$ cat config.mk
export PLATFORM = sky130hd
export DESIGN_NAME = cq_trigger_ctrl
export DESIGN_NICKNAME = d
export VERILOG_FILES = /design/src/rtl/cqt_pkg.sv /design/src/rtl/cqt_trig_sync.sv /design/src/rtl/cqt_flag_bank.sv /design/src/rtl/cqt_seq.sv /design/src/rtl/cq_trigger_ctrl.sv
export SDC_FILE = /design/constraint.sdc
export NUM_CORES = 1
export LEC_CHECK = 0
export BUFFER_PORTS_ARGS = -buffer_cell sky130_fd_sc_hd__buf_2
export CAP_MARGIN = 15
export CORE_UTILIZATION = 25
export CTS_BUF_LIST = sky130_fd_sc_hd__clkbuf_16
export DETAILED_ROUTE_END_ITERATION = 7
export GPL_TIMING_DRIVEN = 1
export HOLD_SLACK_MARGIN = 0.1
export PLACE_DENSITY = 0.57
export SYNTH_ARGS = -nofsm -noshare
export SYNTH_HDL_FRONTEND = slang
export SYNTH_SLANG_ARGS = --single-unit
$ cat constraint.sdc
create_clock -name clk -period 2.05 [get_ports clk]
set_input_delay 0.3075 -clock clk [delete_from_list [all_inputs] [get_ports clk]]
set_output_delay 0.3075 -clock clk [all_outputs]
set_load 0.1 [all_outputs]
$ cat src/rtl/cqt_pkg.sv
package cqt_pkg;
  typedef enum logic [2:0] {
    MD_OFF    = 3'd0,
    MD_GATED  = 3'd1,
    MD_SWLOOP = 3'd2,
    MD_RISE   = 3'd3,
    MD_FALL   = 3'd4,
    MD_ANY    = 3'd5
  } cq_mode_e;

  localparam int FL_PAUSE = 0;
  localparam int FL_EOQ   = 1;
  localparam int FL_OVR   = 2;
  localparam int FL_N     = 3;
endpackage

$ cat src/rtl/cqt_trig_sync.sv
module cqt_trig_sync #(
  parameter int STAGES = 2
) (
  input  logic clk,
  input  logic rst,
  input  logic trig_i,
  output logic level_o,
  output logic rise_o,
  output logic fall_o
);
  logic [STAGES-1:0] chain_q;
  logic              prev_q;

  generate
    for (genvar s = 0; s < STAGES; s++) begin : g_stage
      if (s == 0) begin : g_first
        always_ff @(posedge clk) begin
          if (rst) chain_q[0] <= 1'b0;
          else     chain_q[0] <= trig_i;
        end
      end else begin : g_next
        always_ff @(posedge clk) begin
          if (rst) chain_q[s] <= 1'b0;
          else     chain_q[s] <= chain_q[s-1];
        end
      end
    end
  endgenerate

  always_ff @(posedge clk) begin
    if (rst) prev_q <= 1'b0;
    else     prev_q <= chain_q[STAGES-1];
  end

  assign level_o = chain_q[STAGES-1];
  assign rise_o  = chain_q[STAGES-1] & ~prev_q;
  assign fall_o  = ~chain_q[STAGES-1] & prev_q;
endmodule

$ cat src/rtl/cqt_flag_bank.sv
module cqt_flag_bank #(
  parameter int N = 3
) (
  input  logic         clk,
  input  logic         rst,
  input  logic [N-1:0] set_i,
  input  logic [N-1:0] clr_i,
  input  logic [N-1:0] en_i,
  output logic [N-1:0] flags_o,
  output logic [N-1:0] irq_o
);
  generate
    for (genvar b = 0; b < N; b++) begin : g_flag
      logic nxt;
      // a set in the same cycle wins over a clear
      assign nxt = set_i[b] | (flags_o[b] & ~clr_i[b]);
      always_ff @(posedge clk) begin
        if (rst) begin
          flags_o[b] <= 1'b0;
          irq_o[b]   <= 1'b0;
        end else begin
          flags_o[b] <= nxt;
          irq_o[b]   <= nxt & en_i[b];
        end
      end
    end
  endgenerate
endmodule

$ cat src/rtl/cqt_seq.sv
module cqt_seq
  import cqt_pkg::*;
#(
  parameter int PTR_W = 4,
  parameter int CNT_W = 8,
  parameter int BASE  = 0
) (
  input  logic             clk,
  input  logic             rst,
  input  logic [2:0]       mode_i,
  input  logic             sss_set_i,
  input  logic             gate_i,
  input  logic             rise_i,
  input  logic             fall_i,
  input  logic             grant_i,
  input  logic             tgt_ready_i,
  input  logic             cmd_eoq_i,
  input  logic             cmd_pause_i,
  input  logic             xfer_done_i,
  output logic             status_o,
  output logic             sss_o,
  output logic             issue_o,
  output logic [PTR_W-1:0] rd_ptr_o,
  output logic [CNT_W-1:0] xfer_cnt_o,
  output logic [FL_N-1:0]  flag_set_o
);
  localparam logic [PTR_W-1:0] PTR_BASE = PTR_W'(BASE);

  logic             status_q, status_n;
  logic             sss_q, sss_n;
  logic             busy_q, busy_n;
  logic             closed_q, closed_n;
  logic [PTR_W-1:0] ptr_q, ptr_n;
  logic [CNT_W-1:0] cnt_q, cnt_n;

  logic is_gated, is_sw, is_edge, is_off, qual_edge, issue;

  assign is_gated = (mode_i == MD_GATED);
  assign is_sw    = (mode_i == MD_SWLOOP);
  assign is_edge  = (mode_i == MD_RISE) || (mode_i == MD_FALL) || (mode_i == MD_ANY);
  assign is_off   = !(is_gated || is_sw || is_edge);

  assign qual_edge = ((mode_i == MD_RISE) && rise_i) ||
                     ((mode_i == MD_FALL) && fall_i) ||
                     ((mode_i == MD_ANY)  && (rise_i || fall_i));

  assign issue = status_q && grant_i && tgt_ready_i && !busy_q && !is_off &&
                 !(is_gated && !gate_i);

  always_comb begin
    status_n   = status_q;
    sss_n      = sss_q | sss_set_i;
    busy_n     = busy_q;
    ptr_n      = ptr_q;
    cnt_n      = cnt_q;
    flag_set_o = '0;

    if (xfer_done_i) cnt_n = cnt_q + 1'b1;

    if (issue)            busy_n = 1'b1;
    else if (xfer_done_i) busy_n = 1'b0;

    // remember a gate closure seen during the transfer in flight
    if (busy_q && !xfer_done_i) closed_n = closed_q | (is_gated & ~gate_i);
    else                        closed_n = 1'b0;

    if (issue) begin
      ptr_n = cmd_eoq_i ? PTR_BASE : ptr_q + 1'b1;
      if (cmd_eoq_i) flag_set_o[FL_EOQ] = 1'b1;
    end

    if (is_off) begin
      status_n = 1'b0;
      ptr_n    = PTR_BASE;
    end else if (is_sw) begin
      status_n = 1'b1;
    end else if (is_gated) begin
      if (!status_q) begin
        if (sss_q && gate_i) status_n = 1'b1;
      end else if (issue && cmd_eoq_i) begin
        status_n = 1'b0;
        sss_n    = 1'b0;
      end else if (!busy_q && !gate_i) begin
        status_n = 1'b0;
        sss_n    = 1'b0;
        flag_set_o[FL_PAUSE] = 1'b1;
      end else if (busy_q && xfer_done_i) begin
        if (!gate_i) begin
          status_n = 1'b0;
          sss_n    = 1'b0;
          flag_set_o[FL_PAUSE] = 1'b1;
        end else if (closed_q) begin
          flag_set_o[FL_OVR] = 1'b1;
        end
      end
    end else begin
      if (issue && (cmd_eoq_i || cmd_pause_i)) begin
        status_n = 1'b0;
        if (!cmd_eoq_i) flag_set_o[FL_PAUSE] = 1'b1;
      end else if (qual_edge && !status_q) begin
        status_n = 1'b1;
      end
      if (qual_edge && status_q) flag_set_o[FL_OVR] = 1'b1;
    end
  end

  always_ff @(posedge clk) begin
    if (rst) begin
      status_q <= 1'b0;
      sss_q    <= 1'b0;
      busy_q   <= 1'b0;
      closed_q <= 1'b0;
      ptr_q    <= PTR_BASE;
      cnt_q    <= '0;
    end else begin
      status_q <= status_n;
      sss_q    <= sss_n;
      busy_q   <= busy_n;
      closed_q <= closed_n;
      ptr_q    <= ptr_n;
      cnt_q    <= cnt_n;
    end
  end

  assign status_o   = status_q;
  assign sss_o      = sss_q;
  assign issue_o    = issue;
  assign rd_ptr_o   = ptr_q;
  assign xfer_cnt_o = cnt_q;
endmodule

$ cat src/rtl/cq_trigger_ctrl.sv
module cq_trigger_ctrl
  import cqt_pkg::*;
#(
  parameter int PTR_W       = 4,
  parameter int CNT_W       = 8,
  parameter int BASE        = 0,
  parameter int SYNC_STAGES = 2
) (
  input  logic             clk,
  input  logic             rst,
  input  logic [2:0]       mode_i,
  input  logic             sss_set_i,
  input  logic             trig_i,
  input  logic             grant_i,
  input  logic             tgt_ready_i,
  input  logic             cmd_eoq_i,
  input  logic             cmd_pause_i,
  input  logic             xfer_done_i,
  input  logic [2:0]       flag_clr_i,
  input  logic [2:0]       irq_en_i,
  output logic             status_o,
  output logic             sss_o,
  output logic             issue_o,
  output logic [PTR_W-1:0] rd_ptr_o,
  output logic [CNT_W-1:0] xfer_cnt_o,
  output logic [2:0]       flags_o,
  output logic [2:0]       irq_o
);
  logic            gate_lvl, gate_rise, gate_fall;
  logic [FL_N-1:0] flag_set;

  cqt_trig_sync #(.STAGES(SYNC_STAGES)) u_sync (
    .clk     (clk),
    .rst     (rst),
    .trig_i  (trig_i),
    .level_o (gate_lvl),
    .rise_o  (gate_rise),
    .fall_o  (gate_fall)
  );

  cqt_seq #(.PTR_W(PTR_W), .CNT_W(CNT_W), .BASE(BASE)) u_seq (
    .clk         (clk),
    .rst         (rst),
    .mode_i      (mode_i),
    .sss_set_i   (sss_set_i),
    .gate_i      (gate_lvl),
    .rise_i      (gate_rise),
    .fall_i      (gate_fall),
    .grant_i     (grant_i),
    .tgt_ready_i (tgt_ready_i),
    .cmd_eoq_i   (cmd_eoq_i),
    .cmd_pause_i (cmd_pause_i),
    .xfer_done_i (xfer_done_i),
    .status_o    (status_o),
    .sss_o       (sss_o),
    .issue_o     (issue_o),
    .rd_ptr_o    (rd_ptr_o),
    .xfer_cnt_o  (xfer_cnt_o),
    .flag_set_o  (flag_set)
  );

  cqt_flag_bank #(.N(FL_N)) u_flags (
    .clk     (clk),
    .rst     (rst),
    .set_i   (flag_set),
    .clr_i   (flag_clr_i),
    .en_i    (irq_en_i),
    .flags_o (flags_o),
    .irq_o   (irq_o)
  );
endmodule

==> run summary, run 1 <==
Post-synth ARST share: 0%
Crit path DAT: 1.47 ns
NumNets Final: 187
Share of cells above drive strength 1: 28.7%
Routed WL per cell: 11.5 um
Register bit count reported by yosys: 25
Pin count of the biggest net entering global routing: 20
Setup CP Type: flip-flop to output pin
Worst-Margin Slew: 0.496 ns
Synth top area cells: dfxtp_1 (43%), nor2_1 (5.4%), xor2_1 (4.5%)
Leakage: 0.000649 uW
Worst Hold Class: input pin to flip-flop
Vias per cell: 4.63
Netlist cell types: 34
Peak supply drop: 0.298 mV
Clock sink count: 25
Worst setup SP type: flip-flop
Vias: 999
HP Start: irq_en_i[1]
Post-Route WL: 2480 um
Seq/Total Area, Yosys: 42.7%
ANT nets after route: 0
Number of global-route vias before repair: 967
H-tree depth: 1
Max-slew violation count: 0
Cells after synthesis: 127
Mapped Nets: 149
Outcome: finished, final reports clean
Die area: 4960 um2
Max Cap Viol: 0
Synth top area share: 42.7%
Core area: 4410 um2
Worst R2R Start: u_sync.level_o$_SDFF_PP0_
Final GP Congestion: 0.860
Clock Pin Slew Worst Setup and Hold Paths: 0.06 ns
Ys flop type: dfxtp_1
Post_cts resized: 0
Initial core utilization: 26.5%
Fin crit period: 1.78 ns
Global-route wire length before repair: 4220 um
Tcrit/Tclk final: 86.7%
Avg Inst Size Synth: 9.22 um2
DR iter-0 viols: 137
CTS Buffer Depth: 2
CTS tree: built
Synth Cell Area: 1170 um2
Fin. Hold Viols: 0
Num ports: 39
Post-layout util: 33.8%
# rows: 24
DIE WIDTH: 70.4 um
Worst Setup End Kind: output pin
Grt total ovfl: 0
Later-pin clock latency in the skew report: 0.26 ns
RSZ-0062 raised after global routing: no
GRT Total Usage: 10.7%
Yosys warnings: 0
Post-DP HPWL: 1890 um
Req. time, crit path: 1.74 ns
Layout Skew: 0.00403 ns
Worst Setup SP: u_seq.busy_q$_SDFFE_PP0P_
Largest fanout on the critical path: 3
Remaining DRCs: 0
Die height: 70.4 um
Initial antenna violation count: 0
EDFF count, synth: 0
Cell area power density: 740 nW/um2
Drt pass-1 iters: 4
FILL cells: 462
Area grow syn2layout: 27.4%
Dpl cell area: 1400 um2
ANT cells: 0
Top cell type by total area after synthesis: dfxtp_1
Slew headroom: 67.2%
Max Clock Freq: 562 MHz
Port bufs: 38
Root buf cell: clkbuf_16
# setup viols final: 0
Final instance area: 1490 um2
CTS Buf Count: 3
-- layout make-up --
type | count | area, um2 | area share (%)
multi-input cells | 91 | 611 | 40.9
flip-flops and latches | 25 | 504 | 33.8
repair buffers | 39 | 213 | 14.3
clock buffers | 3 | 75.1 | 5.03
well taps | 52 | 65.1 | 4.36
inverters | 5 | 18.8 | 1.26
clock inverters | 1 | 5.00 | 0.336
-- power by group --
| part | leakage (uW) | internal [uW] | switching (uW) | total (uW) |
|---|---|---|---|---|
| Clock | 0.0000409 | 263 | 168 | 431 |
| Sequential | 0.000204 | 497 | 11.7 | 509 |
| Combinational | 0.000405 | 46.4 | 118 | 164 |
| Total | 0.000649 | 806 | 297 | 1100 |
-- per-layer routing --
layer | routed length, um | track usage [%] | vias up | part of all wire, %
met2 | 1220 | 18.1 | 27 | 49
met4 | 31 | 5.33 | 0 | 1.2
li1 | - | - | 520 | -
met1 | 1130 | 13.1 | 450 | 46
met3 | 102 | 1.44 | 2 | 4.1
met5 | 0 | 0 | - | 0
-- metrics by stage --
stage | instances | total power [uW] | hold slack, ns | setup WS [ns] | setup TNS (ns)
floorplan | 127 | 648 | 0.414 | -0.686 | -3.14
global placement | 211 | 684 | 0.458 | 0.271 | 0
detailed placement | 211 | 684 | 0.449 | 0.290 | 0
CTS | 215 | 1120 | 0.240 | 0.00620 | 0
global route | 216 | 1150 | 0.260 | 0.159 | 0
finish | 216 | 1100 | 0.245 | 0.272 | 0
-- sequential cells by signal, summed over array words and instances (netlist names), 3 cells and up --
name,flops
u_seq.rd_ptr_o,4
u_flags.flags_o,3
u_seq.xfer_cnt_o,8
u_flags.irq_o,3
-- worst max-delay path: stages, from the launching register on --
cell	delay [ns]
dfxtp_1	0.33
nand4b_1	0.27
a2111oi_4	0.40
buf_12	0.22
-- layout by cell type, fill, tap and decap left out, drive strengths merged, types with 3 or more instances in the layout --
cell type and count:
buf 39, dfxtp 25, nor2 17, a21oi 10, nand2 7, xor2 6, inv 5, nand4 4
o21ai 4, ha 4, nor3 4, xnor2 3, nand3 3, nor2b 3, nand2b 3, a32o 3
and2 3, clkbuf 3
-- what timing repair did --
action / CTS / global route
hold endpoints to repair: 0 / 0
buffers inserted: 0 / 1
endpoints found under the setup margin: 0 / 1
hold buffers: 0 / 0
-- path summary, 6_finish.rpt --
| kind | end | slack [ns] | depth (start not counted) |
|---|---|---|---|
| min reg2reg | u_sync.level_o$_SDFF_PP0_ | 0.46 | 1 |
| max | issue_o | 0.27 | 3 |
| min | u_flags.irq_o[1]$_SDFF_PP0_ | 0.24 | 2 |
| max reg2reg | u_seq.status_o$_SDFFE_PP0P_ | 0.32 | 7 |
-- synthesized netlist by cell type, drive strengths merged (3+ instances only) --
| library cell | number |
|---|---|
| ha | 4 |
| nand3 | 3 |
| xnor2 | 3 |
| xor2 | 6 |
| a32o | 3 |
| o21ai | 4 |
| nand2 | 7 |
| nor3 | 4 |
| a21oi | 10 |
| buf | 4 |
| nor2b | 3 |
| nand4 | 4 |
| nor2 | 17 |
| and2 | 3 |
| nand2b | 3 |
| dfxtp | 25 |
| inv | 5 |
-- logic make-up after synthesis --
kind of cell	share of synthesized area, %
and+or+nand+nor	25.1
DFF	42.7
AOI/OAI and AO/OA	14.3
buffers and inverters	5.13
xor gates and xnor gates	6.73
adders and majority gates	4.27
muxes	1.71
No activity file was read; power rests on OpenSTA's default activity.
==> inputs of run 2 (changes only) <==
--- a/config.mk
+++ b/config.mk
@@ -7,6 +7,7 @@
 export LEC_CHECK = 0
 export BUFFER_PORTS_ARGS = -buffer_cell sky130_fd_sc_hd__buf_2
 export CAP_MARGIN = 15
+export CORE_MARGIN = 2
 export CORE_UTILIZATION = 25
 export CTS_BUF_LIST = sky130_fd_sc_hd__clkbuf_16
 export DETAILED_ROUTE_END_ITERATION = 7
==> run summary, run 2 (synthesis results as in run 1) <==
Initial antenna violation count: 0 (unchanged)
DR top layer: met4
CTS Buf Count: 3 (unchanged)
Final GP Congestion: 0.775 (-9.9%)
Area grow syn2layout: 28.6%
GRT Total Usage: 10.2% (-0.52 points)
DR WL met3: 120 um (+18%)
Core area: 4440 um2 (+0.68%)
Leakage: 0.000660 uW (+1.6%)
Crit path DAT: 1.55 ns (+0.08 ns)
Cell area power density: 733 nW/um2 (-0.85%)
H-tree depth: 1 (unchanged)
Fin crit period: 1.86 ns (+0.0782 ns)
Layout Skew: 0.00255 ns (-0.00148 ns)
Outcome: finished, final reports clean
Routed met2 length: 1210 um (-0.99%)
Grt total ovfl: 0 (unchanged)
Root buf cell: clkbuf_16
Number of global-route vias before repair: 930 (-3.8%)
Fin. Hold Viols: 0 (unchanged)
DR iter-0 viols: 68 (-50%)
Hold-fix buffers, CTS: 0 (unchanged)
Max Clock Freq: 539 MHz (-4.2%)
Placed Cells: 211 (unchanged)
DIE WIDTH: 72.4 um (+2.8%)
Max FFs per register: 8 (unchanged)
# rows: 24 (unchanged)
Num ports: 39 (unchanged)
Peak supply drop: 0.258 mV (-13%)
Remaining DRCs: 0 (unchanged)
CTS tree: built
DRT met1 WL: 1150 um (+1.6%)
Max Cap Viol: 0 (unchanged)
Commonest non-fill, non-tap cell in the layout: buf_2
Worst-Margin Slew: 0.494 ns (-0.00155 ns)
Post-DP HPWL: 1910 um (+0.91%)
Commonest non-fill, non-tap cells in the layout: buf_2 (37), dfxtp_1 (24), nor2_1 (17)
Req. time, crit path: 1.74 ns (about the same)
Worst Setup End Kind: output pin
Max-slew violation count: 0 (unchanged)
Post-Route WL: 2540 um (+2.3%)
CTS Buffer Depth: 2 (unchanged)
Pin count of the biggest net entering global routing: 20 (unchanged)
Slew headroom: 67.3% (+0.10 points)
Clock sink count: 25 (unchanged)
Tcrit/Tclk final: 90.5% (+3.8 points)
Vias: 1,028 (+2.9%)
Share of cells above drive strength 1: 29.5% (+0.86 points)
Setup CP Type: flip-flop to output pin
Later-pin clock latency in the skew report: 0.26 ns (about the same)
Worst setup SP type: flip-flop
NumNets Final: 189 (+1.1%)
Largest fanout on the critical path: 4 (+1)
# setup viols final: 0 (unchanged)
ANT nets after route: 0 (unchanged)
Port bufs: 38 (unchanged)
Initial core utilization: 26.4% (-0.18 points)
ANT cells: 0 (unchanged)
Die height: 72.4 um (+2.8%)
Pwr Total: 1100 uW (+0.15%)
Die area: 5250 um2 (+5.8%)
Post_cts resized: 0 (unchanged)
Worst Hold Class: input pin to flip-flop
Global-route wire length before repair: 4220 um (unchanged)
Clock Pin Slew Worst Setup and Hold Paths: 0.06 ns (about the same)
RSZ-0062 raised after global routing: no
Layout Cells excl Fill: 218 (+0.93%)
Vias per cell: 4.72 (+2.0%)
Routed WL per cell: 11.6 um (+1.3%)
Drt pass-1 iters: 4 (unchanged)
[run 2: cell count changes in the layout (fill, tap and decap cells not counted)]
cell	delta
buf_4	+2
[run 2: final cells by class]
type,instances,area (um2)
clock inverters,1,5.00
fillers,485,2940
well taps,52,65.1
repair buffers,41,228
flip-flops and latches,25,504
multi-input cells,91,611
clock buffers,3,75.1
inverters,5,18.8
[run 2: worst paths after layout]
check / slack [ns] / depth (start not counted) / to / start
max: 0.19 / 4 / issue_o / u_seq.busy_q$_SDFFE_PP0P_
min: 0.25 / 2 / u_flags.irq_o[0]$_SDFF_PP0_ / irq_en_i[0]
max reg2reg: 0.29 / 7 / u_seq.status_o$_SDFFE_PP0P_ / u_sync.level_o$_SDFF_PP0_
min reg2reg: 0.45 / 1 / u_sync.level_o$_SDFF_PP0_ / u_sync.chain_q[0]$_SDFF_PP0_
[run 2: stage by stage]
step           setup slack, ns  cell area (um2)  hold WS (ns)  util, %  TNS, ns
6_report                 0.194             1510         0.247     33.9        0
4_1_cts                 0.0439             1480         0.242     33.4        0
2_1_floorplan           -0.686             1170         0.414        -    -3.14
5_1_grt                 0.0667             1510         0.255     33.9        0
3_3_place_gp             0.274             1400         0.459     31.6        0
3_5_place_dp             0.284             1400         0.447     31.6        0
[run 2: per-layer routing]
| layer | up-vias | global-route usage, % |
|---|---|---|
| li1 | 522 | - |
| met1 | 467 | 13.4 |
| met2 | 34 | 15.9 |
| met3 | 5 | 1.53 |
| met4 | 0 | 5.76 |
| met5 | - | 0 |
[run 2: report_power, final]
part	switching, uW	internal (uW)
Sequential	11.8	497
Combinational	119	47.6
Clock	167	263
Total	298	807
[run 2: timing repair]
item	4_1_cts	5_1_grt
buffers inserted	0	3
setup endpoints to repair	1	1
pin swaps	1	1
[run 2: worst max-delay path, stage by stage (launching register included)]
cell       delay (ns)
dfxtp_1          0.33
nand4b_1         0.26
a2111oi_4        0.35
buf_4            0.19
buf_12           0.17
==> inputs of run 3 (changes only) <==
--- a/config.mk
+++ b/config.mk
@@ -5,6 +5,7 @@
 export SDC_FILE = /design/constraint.sdc
 export NUM_CORES = 1
 export LEC_CHECK = 0
+export ABC_AREA = 1
 export BUFFER_PORTS_ARGS = -buffer_cell sky130_fd_sc_hd__buf_2
 export CAP_MARGIN = 15
 export CORE_MARGIN = 2
==> run summary, run 3 <==
Outcome: finished, final reports clean
Post-DP HPWL: 1990 um (+4.4%)
RSZ-0062 raised after global routing: no
Cell area power density: 730 nW/um2 (-0.50%)
Max FFs per register: 8 (unchanged)
Later-pin clock latency in the skew report: 0.26 ns (about the same)
Initial core utilization: 26.4% (+0.028 points)
Max-slew violation count: 0 (unchanged)
Leakage: 0.000752 uW (+14%)
Peak supply drop: 0.264 mV (+2.1%)
Grt total ovfl: 0 (unchanged)
Routed WL per cell: 9.87 um (-15%)
Net Sw Power: 300 uW (+0.66%)
Worst Setup End Kind: output pin
Setup CP Type: flip-flop to output pin
Area grow syn2layout: 28.7% (about the same)
Seq/Total Area, Yosys: 42.7% (-0.046 points)
Post-Route WL: 2500 um (-1.6%)
Pin count of the biggest net entering global routing: 17 (-15%)
Clock sink count: 25 (unchanged)
Remaining DRCs: 0 (unchanged)
Setup Fix Bufs, Post-CTS: 0 (unchanged)
P_int: 802 uW (-0.70%)
Max Cap Viol: 0 (unchanged)
Num ports: 39 (unchanged)
Largest fanout on the critical path: 8 (+4)
Logic pwr share: 13.3% (-1.7 points)
Mapped Nets: 182 (+22%)
Hold WS: 0.252 ns (+0.00533 ns)
Top cell type by total area after synthesis: dfxtp_1
Die area: 5250 um2 (about the same)
Number of global-route vias before repair: 1,041 (+12%)
Register bit count reported by yosys: 25 (unchanged)
# rows: 24 (unchanged)
ANT cells: 0 (unchanged)
Hold-fix buffers, CTS: 0 (unchanged)
Setup TNS: 0 ns (unchanged)
Final GP Congestion: 0.777 (+0.28%)
CTS tree: built
Req. time, crit path: 1.74 ns (about the same)
Layout Skew: 0.00749 ns (+0.00494 ns)
Avg Inst Size Synth: 7.33 um2 (-21%)
Ys flop type: dfxtp_1
Slew headroom: 67.7% (+0.41 points)
GRT Total Usage: 10.5% (+0.37 points)
Synth top area share: 42.7% (-0.046 points)
Global-route wire length before repair: 4310 um (+2.1%)
DR iter-0 viols: 42 (-38%)
CTS Buf Count: 3 (unchanged)
EDFF count, synth: 0 (unchanged)
Fin crit period: 1.89 ns (+0.0314 ns)
NumNets Final: 224 (+19%)
Netlist cell types: 25 (-26%)
Fin. Hold Viols: 0 (unchanged)
Share of cells above drive strength 1: 27.9% (-1.7 points)
Clock Pin Slew Worst Setup and Hold Paths: 0.07 ns (about the same)
CTS Buffer Depth: 2 (unchanged)
Core area: 4440 um2 (unchanged)
Tcrit/Tclk final: 92.1% (+1.5 points)
Switching Fraction: 27.2% (+0.27 points)
Crit path DAT: 1.58 ns (+0.03 ns)
Top post-synthesis cells by count: nand2_1 (33), dfxtp_1 (25), inv_1 (25)
Seq pwr share: 45.9% (about the same)
Drt pass-1 iters: 4 (unchanged)
Vias: 1,088 (+5.8%)
Cells after synthesis: 160 (+26%)
R2R setup slack: 0.53 ns (+0.24 ns)
Post-synth ARST share: 0% (unchanged)
Worst setup SP type: flip-flop
H-tree depth: 1 (unchanged)
DIE WIDTH: 72.5 um (about the same)
Root buf cell: clkbuf_16
Synth Cell Area: 1170 um2 (+0.11%)
Max Clock Freq: 530 MHz (-1.7%)
Yosys warnings: 0 (unchanged)
Commonest non-fill, non-tap cells in the layout: buf_2 (38), nand2_1 (33), inv_1 (25)
Post_cts resized: 0 (unchanged)
ANT nets after route: 0 (unchanged)
# setup viols final: 0 (unchanged)
Post-layout util: 34.0% (+0.056 points)
Initial antenna violation count: 0 (unchanged)
Die height: 72.5 um (about the same)
Worst-Margin Slew: 0.488 ns (-0.00626 ns)
Worst Hold Class: input pin to flip-flop
Clock network fraction of total power: 40.8% (+1.9 points)
Vias per cell: 4.30 (-8.8%)
Commonest non-fill, non-tap cell in the layout: buf_2
Synth top area cells: dfxtp_1 (43%), nand2_1 (11%), inv_1 (8.0%)
Most frequent cell after synthesis: nand2_1
Port bufs: 38 (unchanged)
## run 3: worst paths after layout
check                          startpoint                     endpoint  cells past startpoint
max reg2reg     u_sync.level_o$_SDFF_PP0_  u_seq.status_o$_SDFFE_PP0P_                     11
min reg2reg  u_sync.chain_q[0]$_SDFF_PP0_    u_sync.level_o$_SDFF_PP0_                      2
min                           irq_en_i[2]  u_flags.irq_o[2]$_SDFF_PP0_                      3
max             u_sync.level_o$_SDFF_PP0_                      issue_o                      5
## run 3: cell families (layout without fill, tap and decap cells)
group                    count (synthesis)  in the layout  synth area share [%]
flip-flops                              25             25                  42.7
XOR/XNOR                                 1              1                 0.747
AO/OA/AOI/OAI                           21             21                  10.2
adder cells (fa/ha/maj)                  4              4                  4.27
AND/OR/NAND/NOR                         80             80                  32.6
buffers and inverters                   29             70                  9.50
## run 3: stage by stage
step | cell area [um2] | setup WS (ns) | power, uW | cells
final | 1510 | 0.162 | 1100 | 253
after global routing | 1510 | 0.0679 | 1160 | 253
after CTS | 1510 | 0.148 | 1130 | 253
after detailed placement | 1430 | 0.354 | 663 | 249
after global placement | 1430 | 0.373 | 663 | 249
after floorplan | 1170 | 0.0564 | 623 | 160
## run 3: worst max-delay path, stage by stage (launching register included)
cell and delay (ns):
dfxtp_1 0.38, inv_1 0.14, nand3_2 0.12, nand2_2 0.09
nor2_8 0.15, buf_2 0.45
## run 3: metal layers
layer	routed length (um)	vias up	GRT usage, %
li1	-	590	-
met1	1230	472	13.2
met2	1120	24	16.9
met3	124	2	2.36
met4	23	0	5.56
met5	0	-	0
## run 3: layout make-up
class	instances	area, um2
Clock buffer	3	75.1
Tap cell	52	65.1
Clock inverter	1	8.76
Inverter	28	108
Fill cell	489	2940
Timing Repair Buffer	38	190
Sequential cell	25	502
Multi-Input combinational cell	106	561
## run 3: power by group through the flow
| stage | Combinational (uW) | Clock [uW] | Sequential, uW |
|---|---|---|---|
| finish | 146 | 450 | 506 |
| global route | 161 | 489 | 507 |
| CTS | 147 | 472 | 506 |
| detailed placement | 147 | 0 | 517 |
| global placement | 146 | 0 | 517 |
| floorplan | 53.5 | 0 | 569 |
